==> config.mk <==
export PLATFORM = sky130hd
export DESIGN_NAME = simd_alu
export DESIGN_NICKNAME = d
export VERILOG_FILES = /design/src/rtl/simd_pkg.sv /design/src/rtl/simd_ctrl.sv /design/src/rtl/simd_dp.sv /design/src/rtl/simd_alu.sv
export SDC_FILE = /design/constraint.sdc
export NUM_CORES = 2
export LEC_CHECK = 0
export CORE_MARGIN = 4
export CORE_UTILIZATION = 64
export CTS_BUF_LIST = sky130_fd_sc_hd__clkbuf_4 sky130_fd_sc_hd__clkbuf_8 sky130_fd_sc_hd__clkbuf_16
export DETAILED_ROUTE_END_ITERATION = 16
export PLACE_DENSITY = 0.87
export SLEW_MARGIN = 20
export SYNTH_ARGS = -nofsm -noshare
export SYNTH_HDL_FRONTEND = slang
export SYNTH_SLANG_ARGS = --single-unit
==> constraint.sdc <==
create_clock -name clk -period 2.58 [get_ports clk]
set_clock_uncertainty 0.05 [all_clocks]
set_input_delay 0.645 -clock clk [delete_from_list [all_inputs] [get_ports clk]]
set_output_delay 0.645 -clock clk [all_outputs]
set_load 0.02 [all_outputs]
==> src/rtl/simd_pkg.sv <==
package simd_pkg;
  localparam int NUM_WIDTHS = 4;
  localparam int SEL_W      = 2;
  localparam int OP_W       = 4;
  localparam int BASE_LANE  = 8;

  typedef enum logic [OP_W-1:0] {
    OP_ADD = 4'd0,
    OP_SUB = 4'd1,
    OP_AND = 4'd2,
    OP_OR  = 4'd3,
    OP_XOR = 4'd4,
    OP_NOR = 4'd5,
    OP_CGT = 4'd6,
    OP_CEQ = 4'd7
  } simdOp_e;

  typedef struct packed {
    logic             load;
    logic             sub;
    logic             useLogic;
    logic [1:0]       logicSel;
    logic             useCmp;
    logic             cmpEq;
    logic [SEL_W-1:0] laneSel;
  } dpCtrl_t;
endpackage

==> src/rtl/simd_ctrl.sv <==
module simd_ctrl
  import simd_pkg::*;
#(
  parameter int IDX_W = 5
) (
  input  logic             clk,
  input  logic             rstN,
  input  logic             inValid,
  input  logic [OP_W-1:0]  opCode,
  input  logic [SEL_W-1:0] laneSel,
  input  logic [IDX_W-1:0] dstIdx,
  output dpCtrl_t          dpCtrl,
  output logic             outValid,
  output logic             outWrEn,
  output logic [IDX_W-1:0] outDst
);
  logic legalOp;
  logic acceptWr;

  assign legalOp  = (opCode[OP_W-1] == 1'b0);
  assign acceptWr = inValid && legalOp && (dstIdx != '0);

  always_comb begin
    dpCtrl          = '0;
    dpCtrl.load     = acceptWr;
    dpCtrl.laneSel  = laneSel;
    case (opCode)
      OP_ADD: dpCtrl.sub = 1'b0;
      OP_SUB: dpCtrl.sub = 1'b1;
      OP_AND: begin dpCtrl.useLogic = 1'b1; dpCtrl.logicSel = 2'd0; end
      OP_OR:  begin dpCtrl.useLogic = 1'b1; dpCtrl.logicSel = 2'd1; end
      OP_XOR: begin dpCtrl.useLogic = 1'b1; dpCtrl.logicSel = 2'd2; end
      OP_NOR: begin dpCtrl.useLogic = 1'b1; dpCtrl.logicSel = 2'd3; end
      OP_CGT: begin dpCtrl.useCmp = 1'b1; dpCtrl.cmpEq = 1'b0; end
      OP_CEQ: begin dpCtrl.useCmp = 1'b1; dpCtrl.cmpEq = 1'b1; end
      default: dpCtrl.sub = 1'b0;
    endcase
  end

  always_ff @(posedge clk or negedge rstN) begin
    if (!rstN) begin
      outValid <= 1'b0;
      outWrEn  <= 1'b0;
      outDst   <= '0;
    end else begin
      outValid <= inValid;
      outWrEn  <= acceptWr;
      if (inValid) outDst <= dstIdx;
    end
  end
endmodule

==> src/rtl/simd_dp.sv <==
module simd_dp
  import simd_pkg::*;
#(
  parameter int DATA_W = 128
) (
  input  logic              clk,
  input  logic              rstN,
  input  dpCtrl_t           dpCtrl,
  input  logic [DATA_W-1:0] srcA,
  input  logic [DATA_W-1:0] srcB,
  output logic [DATA_W-1:0] outData
);
  logic [DATA_W-1:0] byWidth [NUM_WIDTHS];
  logic [DATA_W-1:0] logicRes;
  logic [DATA_W-1:0] nextData;

  for (genvar k = 0; k < NUM_WIDTHS; k++) begin : gWidth
    localparam int W  = BASE_LANE << k;
    localparam int NL = DATA_W / W;
    logic [DATA_W-1:0] widthRes;
    for (genvar i = 0; i < NL; i++) begin : gLane
      logic [W-1:0] laneA, laneB, laneSum;
      logic         gt, eq, hit;
      assign laneA   = srcA[i*W +: W];
      assign laneB   = srcB[i*W +: W];
      assign laneSum = laneA + (dpCtrl.sub ? ~laneB : laneB) + W'(dpCtrl.sub);
      assign gt      = $signed(laneA) > $signed(laneB);
      assign eq      = (laneA == laneB);
      assign hit     = dpCtrl.cmpEq ? eq : gt;
      assign widthRes[i*W +: W] = dpCtrl.useCmp ? {W{hit}} : laneSum;
    end
    assign byWidth[k] = widthRes;
  end

  always_comb begin
    case (dpCtrl.logicSel)
      2'd0:    logicRes = srcA & srcB;
      2'd1:    logicRes = srcA | srcB;
      2'd2:    logicRes = srcA ^ srcB;
      default: logicRes = ~(srcA | srcB);
    endcase
  end

  assign nextData = dpCtrl.useLogic ? logicRes : byWidth[dpCtrl.laneSel];

  always_ff @(posedge clk or negedge rstN) begin
    if (!rstN)            outData <= '0;
    else if (dpCtrl.load) outData <= nextData;
  end
endmodule

==> src/rtl/simd_alu.sv <==
module simd_alu
  import simd_pkg::*;
#(
  parameter int DATA_W = 128,
  parameter int IDX_W  = 5
) (
  input  logic              clk,
  input  logic              rstN,
  input  logic              inValid,
  input  logic [3:0]        opCode,
  input  logic [1:0]        laneSel,
  input  logic [DATA_W-1:0] srcA,
  input  logic [DATA_W-1:0] srcB,
  input  logic [IDX_W-1:0]  dstIdx,
  output logic              outValid,
  output logic              outWrEn,
  output logic [IDX_W-1:0]  outDst,
  output logic [DATA_W-1:0] outData
);
  dpCtrl_t dpCtrl;

  simd_ctrl #(.IDX_W(IDX_W)) uCtrl (
    .clk(clk), .rstN(rstN), .inValid(inValid), .opCode(opCode),
    .laneSel(laneSel), .dstIdx(dstIdx), .dpCtrl(dpCtrl),
    .outValid(outValid), .outWrEn(outWrEn), .outDst(outDst)
  );

  simd_dp #(.DATA_W(DATA_W)) uDp (
    .clk(clk), .rstN(rstN), .dpCtrl(dpCtrl), .srcA(srcA), .srcB(srcB),
    .outData(outData)
  );
endmodule

==> summary.md, run 1 <==
| Metric | Value |
|---|---|
| Status | stopped before the end |
| #FFs+latches synth | 135 |
| Err | [ERROR DPL-0038] Utilization greater than 100%, impossible to legalize |
| Hold Buf Count CTS | 1 |
| Number of synthesized flops with an enable pin | 0 |
| Dpl hpwl | 151 mm |
| Port Buffers | 404 |
| Chip Width | 234 um |
| Initial Util | 64.9% |
| Compound-Gate Fraction of Synth Area | 34.3% |
| Post-Syn Area | 32700 sq um |
| Post-CTS Resized | 1260 |
| Post-synthesis mux area share | 1.99% |
| Number of buffers created by CTS | 17 |
| Post-CTS setup buffers | 236 |
| Main combinational cell family by area after synthesis | compound AO/OA/AOI/OAI gates |
| Synth warnings | 0 |
| # IOs | 405 |
| Place WS | -2.73 ns |
| Clk sink count | 135 |
| Share of the synthesized area in the top cell type | 20.7% |
| Simple-gate share of the synthesized area | 15.0% |
| Routability cong. | 1.19 |
| H-tree depth | 4 |
| Cells after synthesis | 4688 |
| Syn Area/Cell | 6.97 sq um |
| XOR/XNOR share of the synthesized area | 9.00% |
| Syn nets | 5515 |
| Die Y | 234 um |
| Std cell rows | 82 |
| Most used DFF post-synth | dfrtp_1 |
| Cells taking the most area after synthesis | ha_1 21%, o21ai_0 11%, dfrtp_1 10%, a21oi_1 9.1%, xnor2_1 6.9% |
| DP Cell Count | 6862 |
| Clock Path Buffers | 2 |
| Asr flop ratio synth | 100% |
| Area leader, netlist | ha_1 |
| Clk root buf | clkbuf_16 |
| Post-synthesis cell type count | 97 |
| Synth Area in Adders | 21.7% |
| Post-synthesis sequential area ratio | 10.3% |
| Failed at | clock tree synthesis |
logic make-up after synthesis:
group           count (synthesis)
flops                         135
compound gates               1893
simple gates                 1048
fa+ha+maj                     557
mux                            64
buf+inv                       655
xor+xnor                      336
synth_stat cells (33+ instances only):
cell / count
xor2_1: 79
o21a_1: 36
inv_1: 370
o31ai_1: 45
nand3_1: 41
nor3_1: 91
o22ai_1: 50
dfrtp_1: 135
o21ai_0: 687
a211oi_1: 79
o21bai_1: 42
nand2_1: 334
xnor2_1: 257
nor2_1: 313
clkbuf_1: 247
a21oi_1: 592
nand4_1: 66
nor2b_1: 43
o211ai_1: 33
a21o_1: 66
ha_1: 541
a31oi_1: 41
mux2i_1: 56
through the flow:
step / TNS (ns) / area, sq um
floorplan: -147.38 / 33700
global placement: -250.88 / 48100
detailed placement: -280.47 / 48100
==> run 2: changes to the inputs <==
--- a/config.mk
+++ b/config.mk
@@ -6,10 +6,9 @@
 export NUM_CORES = 2
 export LEC_CHECK = 0
 export CORE_MARGIN = 4
-export CORE_UTILIZATION = 64
-export CTS_BUF_LIST = sky130_fd_sc_hd__clkbuf_4 sky130_fd_sc_hd__clkbuf_8 sky130_fd_sc_hd__clkbuf_16
+export CORE_UTILIZATION = 40
 export DETAILED_ROUTE_END_ITERATION = 16
-export PLACE_DENSITY = 0.87
+export PLACE_DENSITY_LB_ADDON = 0.15
 export SLEW_MARGIN = 20
 export SYNTH_ARGS = -nofsm -noshare
 export SYNTH_HDL_FRONTEND = slang
==> run 2 against run 1 <==
  * The flow now finishes, with violations (setup timing)
  * Synthesized area is the same
  * Synthesized cell count is the same
==> summary.md, run 2 <==
| Metric | Value |
|---|---|
| Post-Syn Area | 32700 sq um (unchanged) |
| Post-synthesis sequential area ratio | 10.3% (unchanged) |
| CP endpoint kind | flip-flop |
| Die ar. | 86400 sq um |
| Chip Width | 294 um (+26%) |
| Max Cap Violations | 0 |
| Tmin final | 4.00 ns |
| Final Cycle Share | 155% |
| Initial antenna violation count | 13 |
| Gr busiest metal | met2 |
| Layout Area Growth over Synthesis | 78.2% |
| Post-synthesis cell type count | 97 (unchanged) |
| CP arrival | 4.34 ns |
| Initial Util | 40.5% (-24 points) |
| Number of synthesized flops with an enable pin | 0 (unchanged) |
| H-tree depth | 4 (unchanged) |
| Asr flop ratio synth | 100% (unchanged) |
| Via count | 44800 |
| Met3 Use GR | 5.60% |
| Hold Path Class | input pin to asynchronous set/reset pin |
| CP Launch Type | input pin |
| Commonest non-fill, non-tap cell in the layout | buf_4 |
| Largest Register | uDp.outData |
| Initial drt markers | 3582 |
| Fmax | 250 MHz |
| Drt total wl | 176 mm |
| #FFs+latches synth | 135 (unchanged) |
| Global-route wire length before repair | 256 mm |
| Met1 GRT Util | 48.3% |
| Final Hold Viols | 0 |
| Synth top cells by count | 687 x o21ai_0, 592 x a21oi_1, 541 x ha_1 |
| Final Util | 72.1% |
| Vias in the first global route | 44100 |
| Place WS | -2.54 ns (+0.192 ns) |
| Layout cells sized above 1 | 42.0% |
| Area leader, netlist | ha_1 |
| Cells taking the most area after synthesis | ha_1 21%, o21ai_0 11%, dfrtp_1 10%, a21oi_1 9.1%, xnor2_1 6.9% |
| Syn Area/Cell | 6.97 sq um (unchanged) |
| Final non-filler cell total | 7729 |
| Slew Limit Fails | 0 |
| VDD IR-drop max | 0.516 mV |
| Post-layout nets | 7474 |
| Vias/cell | 5.80 |
| Remaining DRCs | 0 |
| Largest register FFs | 128 |
| DP Cell Count | 7430 (+8.3%) |
| Clk root buf | clkbuf_16 |
| Share of the synthesized area in the top cell type | 20.7% (unchanged) |
| Post-route setup slack | -1.42 ns |
| Routed len/inst | 22.8 um |
| Commonest non-fill, non-tap cells in the layout | 1598 x buf_4, 518 x o21ai_0, 445 x ha_1 |
| Pin count of the biggest net entering global routing | 51 |
| Class of the most critical setup path | input pin to flip-flop |
| Regs by FF count | uDp.outData x128, uCtrl.outDst x5 |
| Core Footprint | 80800 sq um |
| CTS tree | built |
| Most frequent CP cell | buf_4 |
| Pwr dens | 372 nW/um^2 |
| Dpl hpwl | 132 mm (-13%) |
| Failing checks | setup timing |
| Skew-Pair Late Insertion Delay | 0.51 ns |
| Cells after synthesis | 4688 (unchanged) |
| Most used DFF post-synth | dfrtp_1 |
| Bufs and invs on worst path | 12 |
| First-pass detailed-route iteration total | 7 |
| Syn nets | 5515 (unchanged) |
| Grt ovf | 0 |
| CTS clk-pin slew, worst paths | 0.08 ns |
| Clock Path Buffers | 2 (unchanged) |
| Routability cong. | 1.00 (-16%) |
| Tot GR Track Use | 37.8% |
| Antenna viol nets, final | 0 |
| Status | finished with violations |
| Number of buffers created by CTS | 17 (unchanged) |
| Die Y | 294 um (+26%) |
| Final setup viols | 128 |
| Count leader, synth | o21ai_0 |
| CP delay by family, top | buffers and inverters |
| Fin Hold WS | 0.0690 ns |
| Synth warnings | 0 (unchanged) |
| Largest stage delay, worst path | 0.31 ns |
| Port Buffers | 404 (unchanged) |
| Met2 Use GR | 61.6% |
| Clk sink count | 135 (unchanged) |
| Worst Path Required | 2.92 ns |
| Std cell rows | 104 (+27%) |
| Setup TNS | -142.44 ns |
| CP Max Fanout | 7 |
| Worst-margin pin slew | 1.04 ns |
| Slew HR | 30.1% |
| Leakage | 0.0267 uW |
| CP max stage cell | ha_1 |
| # IOs | 405 (unchanged) |
| RSZ-0062 raised after global routing | yes |
run 2: kinds of logic after synthesis:
family                     after synthesis  share of synthesized area (%)
buffers and inverters                  655                           7.66
AOI/OAI and AO/OA                     1893                           34.3
and+or+nand+nor                       1048                           15.0
adders and majority gates              557                           21.7
xor gates and xnor gates               336                           9.00
DFF                                    135                           10.3
muxes                                   64                           1.99
run 2: power by group:
| part | internal (uW) | leakage, uW | switching, uW |
|---|---|---|---|
| registers | 2560 | 0.00158 | 428 |
| clock network | 1360 | 0.000269 | 1390 |
| logic | 7750 | 0.0248 | 8180 |
| total | 11700 | 0.0267 | 10000 |
run 2: stage by stage:
stage / instance area, sq um / power, uW
after floorplan: 33700 / 9230
after global placement: 50100 / 16000
after global routing: 58300 / 22700
after detailed placement: 50100 / 16100
final: 58300 / 21700
after CTS: 55400 / 20300
run 2: path summary, 6_finish.rpt:
kind,depth (start not counted),slack [ns],endpoint,start
hold reg to reg,2,0.44,uDp.outData[76],uDp.outData[76]
max in group asynchronous,2,1.77,uDp.outData[43],rstN
setup reg to reg,5,1.36,uDp.outData[126],uDp.outData[126]
setup / recovery,26,-1.42,uDp.outData[55],opCode[2]
hold / removal,1,0.07,uDp.outData[69],rstN
min in group clk,2,0.44,uDp.outData[76],uDp.outData[76]
run 2: worst register-to-register path, stage by stage (launching register included):
cell and delay (ns):
dfrtp_1 0.47, nand2_1 0.10, o31ai_1 0.06, buf_4 0.15
a21oi_1 0.14, a41oi_1 0.13
run 2: layer usage:
| layer | vias to the layer above | wire length, um |
|---|---|---|
| li1 | 20700 | - |
| met1 | 21500 | 71300 |
| met2 | 2046 | 80100 |
| met3 | 573 | 13300 |
| met4 | 6 | 11200 |
| met5 | - | 40 |
run 2: timing repair:
action | CTS | global route
cloned | 6 | 2
hold buffers | 0 | 0
buffers inserted | 170 | 116
hold endpoints to repair | 0 | 0
resized for setup | 973 | 539
endpoints found under the setup margin | 128 | 128
pin swaps | 376 | 344
run 2: area by class of cell:
cell class	instances	area, sq um
multi-input cells	3898	32400
fillers	6332	22500
repair buffers	2224	19100
flip-flops and latches	135	3380
inverters	371	1450
well taps	1060	1330
clock buffers	18	439
clock inverters	14	124
diodes	9	22.5
Note: power is estimated with default switching activity, not from simulation.
